===== config.mk =====
export PLATFORM = sky130hd
export DESIGN_NAME = mm_check_path_gen
export DESIGN_NICKNAME = d
export VERILOG_FILES = /design/src/rtl/cnp_pkg.sv /design/src/rtl/cnp_min_select.sv /design/src/rtl/cnp_path_base.sv /design/src/rtl/mm_check_path_gen.sv
export SDC_FILE = /design/constraint.sdc
export NUM_CORES = 2
export LEC_CHECK = 0
export BUFFER_PORTS_ARGS = -buffer_cell sky130_fd_sc_hd__buf_4
export CAP_MARGIN = 20
export CORE_MARGIN = 1.5
export CORE_UTILIZATION = 30
export DETAILED_ROUTE_END_ITERATION = 8
export GPL_TIMING_DRIVEN = 1
export PLACE_DENSITY = 0.5
export REMOVE_ABC_BUFFERS = 1
export SYNTH_ARGS = -nofsm -noshare
export SYNTH_HDL_FRONTEND = slang
export SYNTH_SLANG_ARGS = --single-unit

===== constraint.sdc =====
create_clock -name clk -period 212.4 [get_ports clk]
set_input_delay 10.62 -clock clk [delete_from_list [all_inputs] [get_ports clk]]
set_output_delay 10.62 -clock clk [all_outputs]
set_load 0.05 [all_outputs]

===== src/rtl/cnp_pkg.sv =====
package cnp_pkg;
  localparam int LLR_W  = 5;
  localparam int ELEM_W = 5;

  typedef enum logic [1:0] {
    ST_IDLE,
    ST_INIT,
    ST_SCAN,
    ST_FLUSH
  } cnp_state_e;
endpackage


===== src/rtl/cnp_min_select.sv =====
// Picks the nonzero node with the smallest {llr, index} key strictly above
// the last visited key, excluding nodes of the target stage.
module cnp_min_select #(
  parameter int DC = 6,
  parameter int NM = 16,
  parameter int LW = 5,
  parameter int EW = 5,
  parameter int TW = 3,
  parameter int IW = 7
) (
  input  logic [DC*(NM-1)*LW-1:0] nz_llr,
  input  logic [DC*(NM-1)*EW-1:0] nz_elem,
  input  logic [TW-1:0]           target,
  input  logic                    have_last,
  input  logic [LW-1:0]           last_llr,
  input  logic [IW-1:0]           last_idx,
  output logic                    found,
  output logic [IW-1:0]           sel_idx,
  output logic [LW-1:0]           sel_llr,
  output logic [EW-1:0]           sel_elem,
  output logic [TW-1:0]           sel_stage
);
  localparam int NZ = NM - 1;

  always_comb begin
    found     = 1'b0;
    sel_idx   = '0;
    sel_llr   = '0;
    sel_elem  = '0;
    sel_stage = '0;
    for (int s = 0; s < DC; s++) begin
      for (int p = 0; p < NZ; p++) begin
        if ((s != int'(target)) &&
            (!have_last ||
             ({nz_llr[(s*NZ+p)*LW +: LW], IW'(s*NZ+p)} > {last_llr, last_idx})) &&
            (!found || (nz_llr[(s*NZ+p)*LW +: LW] < sel_llr))) begin
          found     = 1'b1;
          sel_idx   = IW'(s*NZ+p);
          sel_llr   = nz_llr[(s*NZ+p)*LW +: LW];
          sel_elem  = nz_elem[(s*NZ+p)*EW +: EW];
          sel_stage = TW'(s);
        end
      end
    end
  end
endmodule


===== src/rtl/cnp_path_base.sv =====
// Forms the all-first-node path for a target and the single-swap candidate.
module cnp_path_base #(
  parameter int DC = 6,
  parameter int LW = 5,
  parameter int EW = 5,
  parameter int TW = 3
) (
  input  logic [DC*LW-1:0] first_llr,
  input  logic [DC*EW-1:0] first_elem,
  input  logic [TW-1:0]    target,
  input  logic [TW-1:0]    swap_stage,
  input  logic [EW-1:0]    swap_elem,
  output logic [LW-1:0]    base_llr,
  output logic [EW-1:0]    base_elem,
  output logic [EW-1:0]    cand_elem
);
  logic [EW-1:0] total_elem;
  logic [EW-1:0] tgt_first;
  logic [EW-1:0] swp_first;

  always_comb begin
    total_elem = '0;
    base_llr   = '0;
    tgt_first  = '0;
    swp_first  = '0;
    for (int s = 0; s < DC; s++) begin
      total_elem = total_elem ^ first_elem[s*EW +: EW];
      if (s == int'(target)) tgt_first = first_elem[s*EW +: EW];
      if (s == int'(swap_stage)) swp_first = first_elem[s*EW +: EW];
      if ((s != int'(target)) && (first_llr[s*LW +: LW] > base_llr))
        base_llr = first_llr[s*LW +: LW];
    end
    base_elem = total_elem ^ tgt_first;
    cand_elem = base_elem ^ swp_first ^ swap_elem;
  end
endmodule


===== src/rtl/mm_check_path_gen.sv =====
module mm_check_path_gen #(
  parameter int DC = 6,
  parameter int NM = 16,
  parameter int LW = cnp_pkg::LLR_W,
  parameter int EW = cnp_pkg::ELEM_W,
  parameter int TW = $clog2(DC)
) (
  input  logic                  clk,
  input  logic                  rst_n,
  input  logic                  start,
  input  logic [DC*NM*LW-1:0]   msg_llr,
  input  logic [DC*NM*EW-1:0]   msg_elem,
  output logic                  busy,
  output logic                  out_valid,
  output logic                  out_last,
  output logic [TW-1:0]         out_target,
  output logic [LW-1:0]         out_llr,
  output logic [EW-1:0]         out_elem
);
  import cnp_pkg::*;

  localparam int NZ = NM - 1;
  localparam int K  = DC * NZ;
  localparam int IW = $clog2(K);
  localparam int CW = $clog2(NM + 1);
  localparam int Q  = 1 << EW;

  // message store
  logic [DC*NM*LW-1:0] llr_q;
  logic [DC*NM*EW-1:0] elem_q;
  logic                load_msg;

  // unpacked views
  logic [DC*LW-1:0] first_llr;
  logic [DC*EW-1:0] first_elem;
  logic [K*LW-1:0]  nz_llr;
  logic [K*EW-1:0]  nz_elem;

  // control state
  cnp_state_e    state_q, state_d;
  logic [TW-1:0] target_q, target_d;
  logic [CW-1:0] cnt_q, cnt_d;
  logic [Q-1:0]  mask_q, mask_d;
  logic          have_last_q, have_last_d;
  logic [LW-1:0] last_llr_q, last_llr_d;
  logic [IW-1:0] last_idx_q, last_idx_d;
  logic [LW-1:0] pend_llr_q, pend_llr_d;
  logic [EW-1:0] pend_elem_q, pend_elem_d;

  // output state
  logic          ov_q, ov_d;
  logic          ol_q, ol_d;
  logic [TW-1:0] ot_q, ot_d;
  logic [LW-1:0] oll_q, oll_d;
  logic [EW-1:0] oe_q, oe_d;

  // selector and path results
  logic          found;
  logic [IW-1:0] sel_idx;
  logic [LW-1:0] sel_llr;
  logic [EW-1:0] sel_elem;
  logic [TW-1:0] sel_stage;
  logic [LW-1:0] base_llr;
  logic [EW-1:0] base_elem;
  logic [EW-1:0] cand_elem;

  logic emit;
  logic emit_last;

  for (genvar s = 0; s < DC; s++) begin : g_stage
    assign first_llr[s*LW +: LW]  = llr_q[(s*NM)*LW +: LW];
    assign first_elem[s*EW +: EW] = elem_q[(s*NM)*EW +: EW];
    for (genvar p = 1; p < NM; p++) begin : g_pos
      assign nz_llr[(s*NZ+p-1)*LW +: LW]  = llr_q[(s*NM+p)*LW +: LW];
      assign nz_elem[(s*NZ+p-1)*EW +: EW] = elem_q[(s*NM+p)*EW +: EW];
    end
  end

  cnp_min_select #(
    .DC(DC), .NM(NM), .LW(LW), .EW(EW), .TW(TW), .IW(IW)
  ) u_sel (
    .nz_llr    (nz_llr),
    .nz_elem   (nz_elem),
    .target    (target_q),
    .have_last (have_last_q),
    .last_llr  (last_llr_q),
    .last_idx  (last_idx_q),
    .found     (found),
    .sel_idx   (sel_idx),
    .sel_llr   (sel_llr),
    .sel_elem  (sel_elem),
    .sel_stage (sel_stage)
  );

  cnp_path_base #(
    .DC(DC), .LW(LW), .EW(EW), .TW(TW)
  ) u_base (
    .first_llr  (first_llr),
    .first_elem (first_elem),
    .target     (target_q),
    .swap_stage (sel_stage),
    .swap_elem  (sel_elem),
    .base_llr   (base_llr),
    .base_elem  (base_elem),
    .cand_elem  (cand_elem)
  );

  // next-state logic
  always_comb begin
    state_d     = state_q;
    target_d    = target_q;
    cnt_d       = cnt_q;
    mask_d      = mask_q;
    have_last_d = have_last_q;
    last_llr_d  = last_llr_q;
    last_idx_d  = last_idx_q;
    pend_llr_d  = pend_llr_q;
    pend_elem_d = pend_elem_q;
    load_msg    = 1'b0;
    emit        = 1'b0;
    emit_last   = 1'b0;

    case (state_q)
      ST_IDLE: begin
        if (start) begin
          load_msg = 1'b1;
          target_d = '0;
          state_d  = ST_INIT;
        end
      end
      ST_INIT: begin
        pend_llr_d  = base_llr;
        pend_elem_d = base_elem;
        cnt_d       = CW'(1);
        mask_d      = Q'(1) << base_elem;
        have_last_d = 1'b0;
        state_d     = ST_SCAN;
      end
      ST_SCAN: begin
        if ((cnt_q == CW'(NM)) || !found) begin
          state_d = ST_FLUSH;
        end else begin
          have_last_d = 1'b1;
          last_llr_d  = sel_llr;
          last_idx_d  = sel_idx;
          if (!mask_q[cand_elem]) begin
            emit              = 1'b1;
            pend_llr_d        = sel_llr;
            pend_elem_d       = cand_elem;
            mask_d[cand_elem] = 1'b1;
            cnt_d             = cnt_q + CW'(1);
          end
        end
      end
      ST_FLUSH: begin
        emit      = 1'b1;
        emit_last = 1'b1;
        if (target_q == TW'(DC - 1)) begin
          state_d = ST_IDLE;
        end else begin
          target_d = target_q + TW'(1);
          state_d  = ST_INIT;
        end
      end
      default: state_d = ST_IDLE;
    endcase

    ov_d  = emit;
    ol_d  = ol_q;
    ot_d  = ot_q;
    oll_d = oll_q;
    oe_d  = oe_q;
    if (emit) begin
      ol_d  = emit_last;
      ot_d  = target_q;
      oll_d = pend_llr_q;
      oe_d  = pend_elem_q;
    end
  end

  // control registers
  always_ff @(posedge clk or negedge rst_n) begin
    if (!rst_n) begin
      state_q     <= ST_IDLE;
      target_q    <= '0;
      cnt_q       <= '0;
      mask_q      <= '0;
      have_last_q <= 1'b0;
      last_llr_q  <= '0;
      last_idx_q  <= '0;
      pend_llr_q  <= '0;
      pend_elem_q <= '0;
      ov_q        <= 1'b0;
      ol_q        <= 1'b0;
      ot_q        <= '0;
      oll_q       <= '0;
      oe_q        <= '0;
    end else begin
      state_q     <= state_d;
      target_q    <= target_d;
      cnt_q       <= cnt_d;
      mask_q      <= mask_d;
      have_last_q <= have_last_d;
      last_llr_q  <= last_llr_d;
      last_idx_q  <= last_idx_d;
      pend_llr_q  <= pend_llr_d;
      pend_elem_q <= pend_elem_d;
      ov_q        <= ov_d;
      ol_q        <= ol_d;
      ot_q        <= ot_d;
      oll_q       <= oll_d;
      oe_q        <= oe_d;
    end
  end

  // message store, loaded only on an accepted start
  always_ff @(posedge clk) begin
    if (load_msg) begin
      llr_q  <= msg_llr;
      elem_q <= msg_elem;
    end
  end

  assign busy       = (state_q != ST_IDLE);
  assign out_valid  = ov_q;
  assign out_last   = ol_q;
  assign out_target = ot_q;
  assign out_llr    = oll_q;
  assign out_elem   = oe_q;
endmodule


==> impl_metrics.json <==
{
  "synth.distinct_cells": 209,
  "yosys_warnings": 0,
  "finClkSkew_ps": 82.9,
  "maxSlewHeadroom": 0.215,
  "ys_seq_elements": 1040,
  "clk_latency_ps": 850,
  "crit_fanout": 37,
  "cpMostUsedCell": "ha_1",
  "worst_setup_path_end_kind": "flip-flop",
  "worst_pin_slew_ps": 1170,
  "synthFlopType": "edfxtp_1",
  "portBuffers": 978,
  "slew_violations": 0,
  "worstPathRequired_ps": 213130,
  "dp_hpwl_mm": 271,
  "gp_congestion": 0.941,
  "path_delay_family": "compound AO/OA/AOI/OAI gates",
  "hold_slack_ps": 493,
  "grt_pass1_wl_mm": 480,
  "cts_tree": "done",
  "die_y_um": 514,
  "max_freq_ghz": 0.00576,
  "stdcell_count": 12300,
  "drtPass1Iterations": 8,
  "crit_slowest_cell": "o21bai_1",
  "core_um2": 260000,
  "grt_use_total": 0.248,
  "status": "finished, final reports clean",
  "fillCellCount": 26000,
  "viasPerCell": 5.59,
  "antenna_left": 0,
  "setup_violations": 0,
  "clk_pin_slew_ps": 60,
  "synth_edf_count": 960,
  "hp-class": "reg2reg",
  "antenna_found_initial": 87,
  "maxCapViolCount": 0,
  "grt_pass1_vias": 67400,
  "gr-total-overflow": 0,
  "slowest_delay_ps": 930,
  "cts_max_path_buffers": 4,
  "fin_setup_tns_ps": 0,
  "synth_cells": 7706,
  "grt_max_degree": 87,
  "critPathLaunchType": "flip-flop",
  "path_class": "reg2reg",
  "seq_area_um2": 30800,
  "finalCriticalPeriod_ps": 173730,
  "async_flop_share": 0.0769,
  "cts-buffers-inserted": 139,
  "crit_arrival_ps": 174470,
  "die_area_um2": 264000,
  "routed_wl_mm": 341,
  "ctsHoldBuffers": 0,
  "multi_input_area_um2": 44400,
  "fin_crit_sh": 0.818,
  "mostFrequentLayoutCells": "1089 x buf_4, 960 x edfxtp_1, 706 x nand2_1",
  "clock_sinks": 1040,
  "post-cts-setup-buffer-count": 0,
  "htree_levels": 4,
  "drive_above_1_share": 0.235,
  "layout_commonest_cell": "buf_4",
  "drc_errors": 0,
  "rows": 187,
  "routedWlPerCell_um": 27.8,
  "hold_viol": 0,
  "cts_root_buffer": "clkbuf_16",
  "rsz0062_at_grt": "no",
  "post_cts_resized": 0,
  "syn-mean-instance-area_um2": 10.2,
  "drt_iter0_drc": 6006,
  "path_buf_inv": 49,
  "syn-cell-area_um2": 78300,
  "num_vias": 68500,
  "die_width_um": 514,
  "ys_seq_area_frac": 0.394,
  "area_growth_pct": 19.5,
  "nets": 10400,
  "start_util": 0.302,
  "pin_count": 979,
  "placedCellCount": 12000
}
==> metrics by stage <==
stage / util / cell area [µm²] / setup slack (ps)
2_1_floorplan: - / 76400 / 60540
3_3_place_gp: 0.342 / 88900 / 45130
3_5_place_dp: 0.343 / 89000 / 40120
4_1_cts: 0.360 / 93400 / 39580
5_1_grt: 0.360 / 93600 / 23990
6_report: 0.360 / 93600 / 38670
==> kinds of logic (layout without fill, tap and decap cells) <==
family	after synthesis	after routing	synth area share
AOI/OAI and AO/OA	2490	2490	0.231
and+or+nand+nor	2406	2406	0.156
DFF	1040	1040	0.394
adders and majority gates	714	714	0.113
buffers and inverters	576	1677	0.0412
muxes	380	380	0.0539
xor gates and xnor gates	100	100	0.0115
other	0	44	0
==> synth_stat cells (all sizes together), types with 35 or more instances <==
cell type | n | share of area
edfxtp | 960 | 0.37
nand2 | 722 | 0.035
ha | 681 | 0.11
nor2 | 608 | 0.030
a21oi | 605 | 0.041
o21ai | 559 | 0.037
inv | 338 | 0.016
mux2i | 279 | 0.037
nand3 | 201 | 0.013
a21o | 169 | 0.017
a211oi | 150 | 0.017
nor3 | 126 | 0.0093
clkbuf | 113 | 0.0096
nand2b | 108 | 0.0088
buf | 107 | 0.013
a31oi | 100 | 0.0090
nor2b | 99 | 0.0079
mux2 | 96 | 0.015
nand4 | 95 | 0.0079
o211ai | 94 | 0.010
dfrtp | 80 | 0.026
xnor2 | 80 | 0.0089
o21a | 70 | 0.0074
o22ai | 70 | 0.0059
or2 | 69 | 0.0056
and2 | 64 | 0.0058
and3 | 54 | 0.0050
o31ai | 53 | 0.0067
nor4 | 50 | 0.0044
or3 | 44 | 0.0040
a211o | 41 | 0.0050
o211a | 37 | 0.0048
a22o | 35 | 0.0040
a311oi | 35 | 0.0045
==> registers in the layout, summed over array words and instances, names as in the netlist, 2 cells and up <==
register and cells:
pend_elem_q 5, target_q 3, pend_llr_q 5, out_target 3
mask_q 32, elem_q 480, last_llr_q 5, state_q 2
out_llr 5, cnt_q 5, llr_q 480, last_idx_q 7
out_elem 5
==> worst paths after layout <==
check	cells after the start	slack, ps	startpoint	to
max in group asynchronous	2	201510	rst_n	have_last_q$_DFFE_PN0P_
min	1	490	cnt_q[4]$_DFFE_PN0P_	cnt_q[4]$_DFFE_PN0P_
max	921	38670	last_llr_q[2]$_DFFE_PN0P_	pend_llr_q[4]$_DFFE_PN0P_
min reg2reg	1	490	cnt_q[4]$_DFFE_PN0P_	cnt_q[4]$_DFFE_PN0P_
max reg2reg	698	38670	last_llr_q[2]$_DFFE_PN0P_	pend_llr_q[4]$_DFFE_PN0P_
min in group asynchronous	1	9710	rst_n	out_elem[0]$_DFFE_PN0P_
==> layer usage <==
layer	up-vias	GRT usage	wire, µm
li1	31800	-	-
met1	33700	0.328	150000
met2	2464	0.403	158000
met3	471	0.0358	19500
met4	20	0.103	13500
met5	-	0	147
==> cell type report <==
| cell class | count | share of cell area |
|---|---|---|
| antenna | 44 | 0.00118 |
| clock buffer | 153 | 0.0381 |
| clock inverter | 89 | 0.00992 |
| inverter | 341 | 0.0138 |
| multi-input combinational | 6090 | 0.474 |
| sequential | 1040 | 0.329 |
| tap | 3402 | 0.0455 |
| timing repair buffer | 1094 | 0.0882 |
Power is left out: the tool's default activity adds up to more than one toggle a clock period on the data nets, which glitch-free logic cannot reach.
